### src/rtl/dcl_pkg.sv
`timescale 1ns/1ps
package dcl_pkg;
  // bit positions of the sampled pin vector
  localparam int PIN_SCLK = 0;
  localparam int PIN_SDI  = 1;
  localparam int PIN_SEL  = 2;
  localparam int PIN_UPA  = 3;
  localparam int PIN_UPB  = 4;
  localparam int NUM_PINS = 5;

  typedef struct packed {
    logic shift;
    logic load_a;
    logic load_b;
  } dcl_cmd_t;
endpackage

### src/rtl/dcl_sync.sv
`timescale 1ns/1ps
module dcl_sync #(
  parameter int WIDTH  = 5,
  parameter int STAGES = 2
) (
  input  logic             clk,
  input  logic             clr_n,
  input  logic [WIDTH-1:0] pin_i,
  output logic [WIDTH-1:0] level_o,
  output logic [WIDTH-1:0] fall_o
);
  logic [STAGES-1:0][WIDTH-1:0] chain_q;
  logic [WIDTH-1:0]             prev_q;

  // zero reset: a pin held low across clear can never produce a fall
  always_ff @(posedge clk or negedge clr_n) begin
    if (!clr_n) begin
      chain_q <= '0;
      prev_q  <= '0;
    end else begin
      chain_q <= {chain_q[STAGES-2:0], pin_i};
      prev_q  <= chain_q[STAGES-1];
    end
  end

  assign level_o = chain_q[STAGES-1];

  for (genvar b = 0; b < WIDTH; b++) begin : g_edge
    assign fall_o[b] = prev_q[b] & ~chain_q[STAGES-1][b];
  end

  // a detected fall lasts exactly one cycle (R9 edge timing)
  p_fall_single_r9: assert property (@(posedge clk) disable iff (!clr_n)
    (fall_o != '0) |=> ((fall_o & $past(fall_o)) == '0));
endmodule

### src/rtl/dcl_shifter.sv
`timescale 1ns/1ps
module dcl_shifter #(
  parameter int FRAME_W = 24
) (
  input  logic               clk,
  input  logic               clr_n,
  input  logic               shift_i,
  input  logic               bit_i,
  output logic [FRAME_W-1:0] frame_o
);
  always_ff @(posedge clk or negedge clr_n) begin
    if (!clr_n)       frame_o <= '0;
    else if (shift_i) frame_o <= {bit_i, frame_o[FRAME_W-1:1]};
  end

  p_hold_r2: assert property (@(posedge clk) disable iff (!clr_n)
    !shift_i |=> $stable(frame_o));
  p_entry_r3: assert property (@(posedge clk) disable iff (!clr_n)
    shift_i |=> (frame_o[FRAME_W-1] == $past(bit_i)));
  p_move_r3: assert property (@(posedge clk) disable iff (!clr_n)
    shift_i |=> (frame_o[FRAME_W-2:0] == $past(frame_o[FRAME_W-1:1])));
endmodule

### src/rtl/dcl_hold.sv
`timescale 1ns/1ps
module dcl_hold #(
  parameter int CODE_W = 12
) (
  input  logic                  clk,
  input  logic                  clr_n,
  input  logic [2*CODE_W-1:0]   frame_i,
  input  logic                  load_a_i,
  input  logic                  load_b_i,
  output logic [CODE_W-1:0]     code_a_o,
  output logic [CODE_W-1:0]     code_b_o
);
  localparam int NUM_CH = 2;
  logic [NUM_CH-1:0] load;
  assign load = {load_a_i, load_b_i};   // index 1 = A (upper field), 0 = B

  for (genvar c = 0; c < NUM_CH; c++) begin : g_ch
    logic [CODE_W-1:0] fld;
    logic [CODE_W-1:0] q;
    // field MSB sits at the low end of its half of the frame
    always_comb begin
      for (int i = 0; i < CODE_W; i++) fld[i] = frame_i[(c+1)*CODE_W-1-i];
    end
    always_ff @(posedge clk or negedge clr_n) begin
      if (!clr_n)       q <= '0;
      else if (load[c]) q <= fld;
    end
  end

  assign code_a_o = g_ch[1].q;
  assign code_b_o = g_ch[0].q;

  p_keep_a_r4: assert property (@(posedge clk) disable iff (!clr_n)
    !load_a_i |=> $stable(code_a_o));
  p_msb_a_r4: assert property (@(posedge clk) disable iff (!clr_n)
    load_a_i |=> (code_a_o[CODE_W-1] == $past(frame_i[CODE_W])));
  p_keep_b_r5: assert property (@(posedge clk) disable iff (!clr_n)
    !load_b_i |=> $stable(code_b_o));
  p_msb_b_r5: assert property (@(posedge clk) disable iff (!clr_n)
    load_b_i |=> (code_b_o[CODE_W-1] == $past(frame_i[0])));
endmodule

### src/rtl/dual_code_loader.sv
`timescale 1ns/1ps
module dual_code_loader
  import dcl_pkg::*;
#(
  parameter int CODE_W      = 12,
  parameter int SYNC_STAGES = 2
) (
  input  logic              clk,
  input  logic              clr_n,
  input  logic              sclk_i,
  input  logic              sdi_i,
  input  logic              sel_n_i,
  input  logic              upd_a_n_i,
  input  logic              upd_b_n_i,
  output logic [CODE_W-1:0] code_a_o,
  output logic [CODE_W-1:0] code_b_o
);
  localparam int FRAME_W = 2 * CODE_W;

  logic [NUM_PINS-1:0] pins, lvl, fall;
  logic [FRAME_W-1:0]  frame;
  dcl_cmd_t            cmd;
  logic                unused_pins;

  always_comb begin
    pins           = '0;
    pins[PIN_SCLK] = sclk_i;
    pins[PIN_SDI]  = sdi_i;
    pins[PIN_SEL]  = sel_n_i;
    pins[PIN_UPA]  = upd_a_n_i;
    pins[PIN_UPB]  = upd_b_n_i;
  end

  dcl_sync #(.WIDTH(NUM_PINS), .STAGES(SYNC_STAGES)) u_sync (
    .clk(clk), .clr_n(clr_n), .pin_i(pins), .level_o(lvl), .fall_o(fall)
  );

  // decode of the sampled pin levels and edges
  always_comb begin
    cmd.shift  = fall[PIN_SCLK] & ~lvl[PIN_SEL] & lvl[PIN_UPA] & lvl[PIN_UPB];
    cmd.load_a = fall[PIN_UPA]  & ~lvl[PIN_SEL];
    cmd.load_b = fall[PIN_UPB]  & ~lvl[PIN_SEL];
  end

  assign unused_pins = ^{fall[PIN_SDI], fall[PIN_SEL], lvl[PIN_SCLK]};

  dcl_shifter #(.FRAME_W(FRAME_W)) u_shift (
    .clk(clk), .clr_n(clr_n), .shift_i(cmd.shift), .bit_i(lvl[PIN_SDI]),
    .frame_o(frame)
  );

  dcl_hold #(.CODE_W(CODE_W)) u_hold (
    .clk(clk), .clr_n(clr_n), .frame_i(frame),
    .load_a_i(cmd.load_a), .load_b_i(cmd.load_b),
    .code_a_o(code_a_o), .code_b_o(code_b_o)
  );

  p_desel_r7: assert property (@(posedge clk) disable iff (!clr_n)
    lvl[PIN_SEL] |=> ($stable(code_a_o) && $stable(code_b_o) && $stable(frame)));
endmodule

### config.mk
export PLATFORM = sky130hd
export DESIGN_NAME = dual_code_loader
export DESIGN_NICKNAME = d
export VERILOG_FILES = /design/src/rtl/dcl_pkg.sv /design/src/rtl/dcl_sync.sv /design/src/rtl/dcl_shifter.sv /design/src/rtl/dcl_hold.sv /design/src/rtl/dual_code_loader.sv
export SDC_FILE = /design/constraint.sdc
export NUM_CORES = 1
export LEC_CHECK = 0
export ABC_AREA = 1
export BUFFER_PORTS_ARGS = -buffer_cell sky130_fd_sc_hd__buf_2
export CAP_MARGIN = 20
export CORE_AREA = 2 2 67 75
export CTS_CLUSTER_SIZE = 12
export DETAILED_ROUTE_END_ITERATION = 6
export DIE_AREA = 0 0 69 77
export GPL_TIMING_DRIVEN = 0
export PLACE_DENSITY = 0.78
export SYNTH_ARGS = -nofsm -noshare
export SYNTH_HDL_FRONTEND = slang
export SYNTH_SLANG_ARGS = --single-unit
### constraint.sdc
create_clock -name clk -period 2.5 [get_ports clk]
set_input_delay 0.25 -clock clk [delete_from_list [all_inputs] [get_ports clk]]
set_output_delay 0.25 -clock clk [all_outputs]
set_load 0.005 [all_outputs]
=== After elaboration in Yosys (flattened, before gate mapping) ===
Index checks and enable logic that the tools add are counted.

* Logic and storage cells: 18
* Register bits after elaboration: 63
* Output and inout port bits: 24
* Input port bits: 7

* Bitwise gates (word level): 12

{| class="wikitable"
|+ Operators by type and width
! operator !! number
|-
| AND 1 bit || 8
|-
| NOT 1 bit || 4
|}

=== Longest topological paths before layout ===
* Depth in word-level cells: 5
* Depth in mapped cells: 6
* Mapped depth without buffers: 5

=== By module ===
A second synthesis with hierarchy kept.

* Cells, all modules: 242
* Area total of the unflattened synthesis: 2391.0 um^2

{| class="wikitable"
|+ Modules (own cells, without submodules)
! module !! instances !! area each (um^2) !! sequential area each (um^2) !! cells each
|-
| dcl_shifter || 1 || 979.7 || 600.6 || 102
|-
| dcl_hold || 1 || 915.9 || 600.6 || 102
|-
| dcl_sync || 1 || 462.9 || 375.4 || 30
|-
| dual_code_loader || 1 || 32.5 || 0.0 || 8
|}

=== Worst setup path before layout ===
OpenSTA, ideal clock, no wires.

* Kind: register to register
* Start: register u_sync.chain_q (netlist bit u_sync.level_o[2])
* End: register u_shift.frame_o[10]
* Setup slack: 1468 ps
* Clock period less this slack: 1032 ps
* Path buffers: 1
* Library setup time: 116 ps
* Required time: 2384 ps
* Data arrival time: 916 ps
* Stages on the path, launching flop included: 6
* Cell sequence: dfrtp_1 nor2_4 nand2_4 buf_6 nand2_1 nand2_1

* Word-level cells in the longest chain between the ends: 4

{| class="wikitable"
|+ Ends and longest elaborated chain
! item !! RTL line !! RTL
|-
| from (decl) || dcl_sync.sv:12 || <nowiki>logic [STAGES-1:0][WIDTH-1:0] chain_q;</nowiki>
|-
| from (signal assigned) || dcl_sync.sv:21 || <nowiki>chain_q <= {chain_q[STAGES-2:0], pin_i};</nowiki>
|-
| NOT 1 bit || - ||
|-
| AND 1 bit (3 in series) || dual_code_loader.sv:40 || <nowiki>cmd.shift = fall[PIN_SCLK] & ~lvl[PIN_SEL] & lvl[PIN_UPA] & lvl[PIN_UPB];</nowiki>
|-
| to (signal assigned) || dcl_shifter.sv:13 || <nowiki>else if (shift_i) frame_o <= {bit_i, frame_o[FRAME_W-1:1]};</nowiki>
|-
| to (decl) || dcl_shifter.sv:9 || <nowiki>output logic [FRAME_W-1:0] frame_o</nowiki>
|}

No other way between the ends.
A chain may end at the register's enable or synchronous reset.

=== Worst setup path after layout ===
* Start: register u_sync.chain_q (netlist bit u_sync.level_o[2])
* End: register u_shift.frame_o[11]

The elaborated chain is that of the path after synthesis.

==> flow_summary.toml <==
[cts]
clkSinkCount = 61
htree_levels = 3
cts_tree = "built"
clk_pin_slew_ns = 0.07
cts_setup_buffers = 0
clock_path_buffers = 2
cts_root_buf = "clkbuf_8"
cts_inserted_buffers = 9
worst_skew_pair.late_latency_ns = 0.34

[sta]
skew_ns = 0.00638
clock.fmax_mhz = 872
setup_tns_ns = 0
period_needed_ns = 1.15
layout_setup_ws_ns = 1.35
rsz0062_at_grt = "no"
setup_viol = 0
tightest_slew_ns = 0.466
slew_headroom = 0.689
finalCritPeriodShare = 0.459
hold_viol_final = 0
slew_violations = 0

[routing]
drtIter0Drc = 121
routed_wl_mm = 3.87
route.detailed.drc = 0
wire_per_inst_um = 11.8
ant_nets = 0
vias = 1551
vias_per_cell = 4.71
drtPass1Iterations = 5

[finish]
fill_cells = 381
area_growth_pct = 21.3
diodes = 0
design_area_sq_um = 2820
drive_above_1_share = 0.231
nNetsFinal = 275

[yosys]
syn_inst = 223
syn_area_per_cell_sq_um = 10.4
synth_nets = 230
synth_xor_area_frac = 0
yosysTopAreaCellShare = 0.656
synthesis.area_sq_um = 2330
synth_fa_ha_area_frac = 0
synth_top_family_by_area = "simple AND/OR/NAND/NOR gates"
yosys.area_share.simple = 0.206
synth.area.top_cells = "dfrtp_1, nand2_1, nand3_1, inv_1, buf_6"
yosysWarnings = 0
yosys.area.top_type = "dfrtp_1"
yosysSeqAreaShare = 0.656
synth_cell_types = 14
synth_compound_area_frac = 0.0516
synth.mux.area_fraction = 0
yosys_register_bits = 61

[global_route]
grt_overflow = 0
grt_max_degree = 42
grt_pass1_wl_mm = 6.80
first_global_vias = 1507
grt.total_usage = 0.168
antenna_found_initial = 0

[placed_design]
gp_congestion = 0.768
portBuffers = 30
pre_cts_ws_ns = 1.34
dp_hpwl_mm = 2.57
placed_cell_area_sq_um = 2570

[die]
die_area_sq_um = 5310
coreArea_sq_um = 4550
pin_count = 31
die_h_um = 77
fp-row-count = 26
start_util = 0.511
die_w_um = 69

[power]
seqPwrFrac = 0.490
p_int_uw = 1670
power_density_nw_per_um2 = 749
swShare = 0.209
power.switching_uw = 442
power.leakage_uw = 0.00149
ir_drop_uv = 409
power_frac_clock = 0.461
comb_power_share = 0.049

[critical_path]
r2r_slack_ns = 1.35
endpoint = "u_shift.frame_o[11]"
crit_start = "u_sync.level_o[2]"
ff2ff_path_depth = 5
end_kind = "register"
timing.rr.start = "u_sync.level_o[2]"
critPathLaunchType = "register"
critPathArrivalTime_ns = 1.37
worstSetupPathType = "reg -> reg"
worstPathMaxFanout = 10
regToRegEndpoint = "u_shift.frame_o[11]"
required_ns = 2.73

[hold_path]
worstHoldPathCells = 1
hold_path_class = "in -> reg"

[run_status]
outcome = "finished, final reports clean"

[job]
maxCapViolCount = 0
==> cell usage after synthesis <==
| cell type | instances |
|---|---|
| nand3_1 | 24 |
| buf_6 | 8 |
| inv_2 | 1 |
| dfrtp_1 | 61 |
| nand2_1 | 72 |
| inv_1 | 25 |
| nor2_8 | 1 |
| nand3b_4 | 2 |
| nor2_4 | 1 |
| buf_4 | 2 |
| o21ai_1 | 14 |
| nand2_4 | 1 |
| nand2_2 | 1 |
| o21ai_0 | 10 |
==> layout by cell type (no fill, tap or decap) <==
master / n
nand2_1: 72
dfrtp_1: 61
buf_2: 30
inv_1: 25
nand3_1: 24
o21ai_1: 14
clkbuf_8: 11
o21ai_0: 10
buf_6: 8
dlygate4sd3_1: 3
nand3b_4: 2
buf_4: 2
clkinv_2: 2
bufinv_16: 2
inv_2: 1
nand2_2: 1
nor2_8: 1
nor2_4: 1
nand2_4: 1
clkbuf_1: 1
buf_12: 1
==> flip-flops by register name, summed over array words and instances, names as in the netlist <==
register         cells
u_hold.code_a_o     12
u_sync.level_o       5
u_hold.code_b_o     12
u_sync.prev_q        3
u_shift.frame_o     24
u_sync.chain_q       5
==> area by class of cell <==
class	count	area (sq um)	share of cell area
clock buffers	12	155	0.0549
multi-input cells	126	599	0.212
well taps	56	70.1	0.0248
flip-flops and latches	61	1530	0.541
inverters	26	97.6	0.0346
clock inverters	4	70.1	0.0248
repair buffers	34	200	0.0709
plain buffers	10	105	0.0372
==> layer usage <==
| metal | vias up | routed length, um | track usage |
|---|---|---|---|
| li1 | 781 | - | - |
| met1 | 730 | 1700 | 0.207 |
| met3 | 7 | 192 | 0.0565 |
| met4 | 0 | 78 | 0.104 |
| met5 | - | 0 | 0 |
| met2 | 33 | 1900 | 0.256 |
==> through the flow <==
step	util	instances	hold slack [ns]	power (uW)
6_report	0.620	329	0.0203	2110
5_1_grt	0.620	329	0.000501	2200
4_1_cts	0.620	329	0.00157	2140
3_5_place_dp	0.564	310	0.234	1160
3_3_place_gp	0.560	309	0.332	1150
2_1_floorplan	-	223	-0.0456	1110
==> kinds of logic (layout without fill, tap and decap cells) <==
family                 count (synthesis)  in the layout
AO/OA/AOI/OAI                         24             24
buffers and inverters                 36             86
flip-flops                            61             61
AND/OR/NAND/NOR                      102            102
==> repair_timing <==
| action | in CTS | in global routing |
|---|---|---|
| hold buffers | 3 | 0 |
| resized for setup | 0 | 0 |
| endpoints found under the hold margin | 22 | 0 |
==> critical path, cell delays in order, from the launching register on <==
cell	delay [ns]
dfrtp_1	0.41
nor2_4	0.24
nand2_4	0.11
buf_6	0.15
nand2_1	0.07
nand2_1	0.06
==> how the worst min path moves through the flow <==
stage,startpoint,end,slack [ns]
finish,sdi_i,u_sync.chain_q[1],0.02
global route,sel_n_i,u_sync.chain_q[2],0.0005
detailed placement,clr_n,u_hold.code_a_o[5],0.23
floorplan,clr_n,u_hold.code_a_o[0],-0.05
CTS,sdi_i,u_sync.chain_q[1],0.002
global placement,u_sync.chain_q[3],u_sync.level_o[3],0.33
==> power by group through the flow <==
stage | Clock (uW) | Sequential [uW] | Combinational, uW
6_report | 975 | 1040 | 103
5_1_grt | 1040 | 1040 | 118
4_1_cts | 1000 | 1040 | 106
3_5_place_dp | 0 | 1050 | 102
3_3_place_gp | 0 | 1060 | 96.2
2_1_floorplan | 0 | 1050 | 53.4
Note: power is estimated with default switching activity, not from simulation.
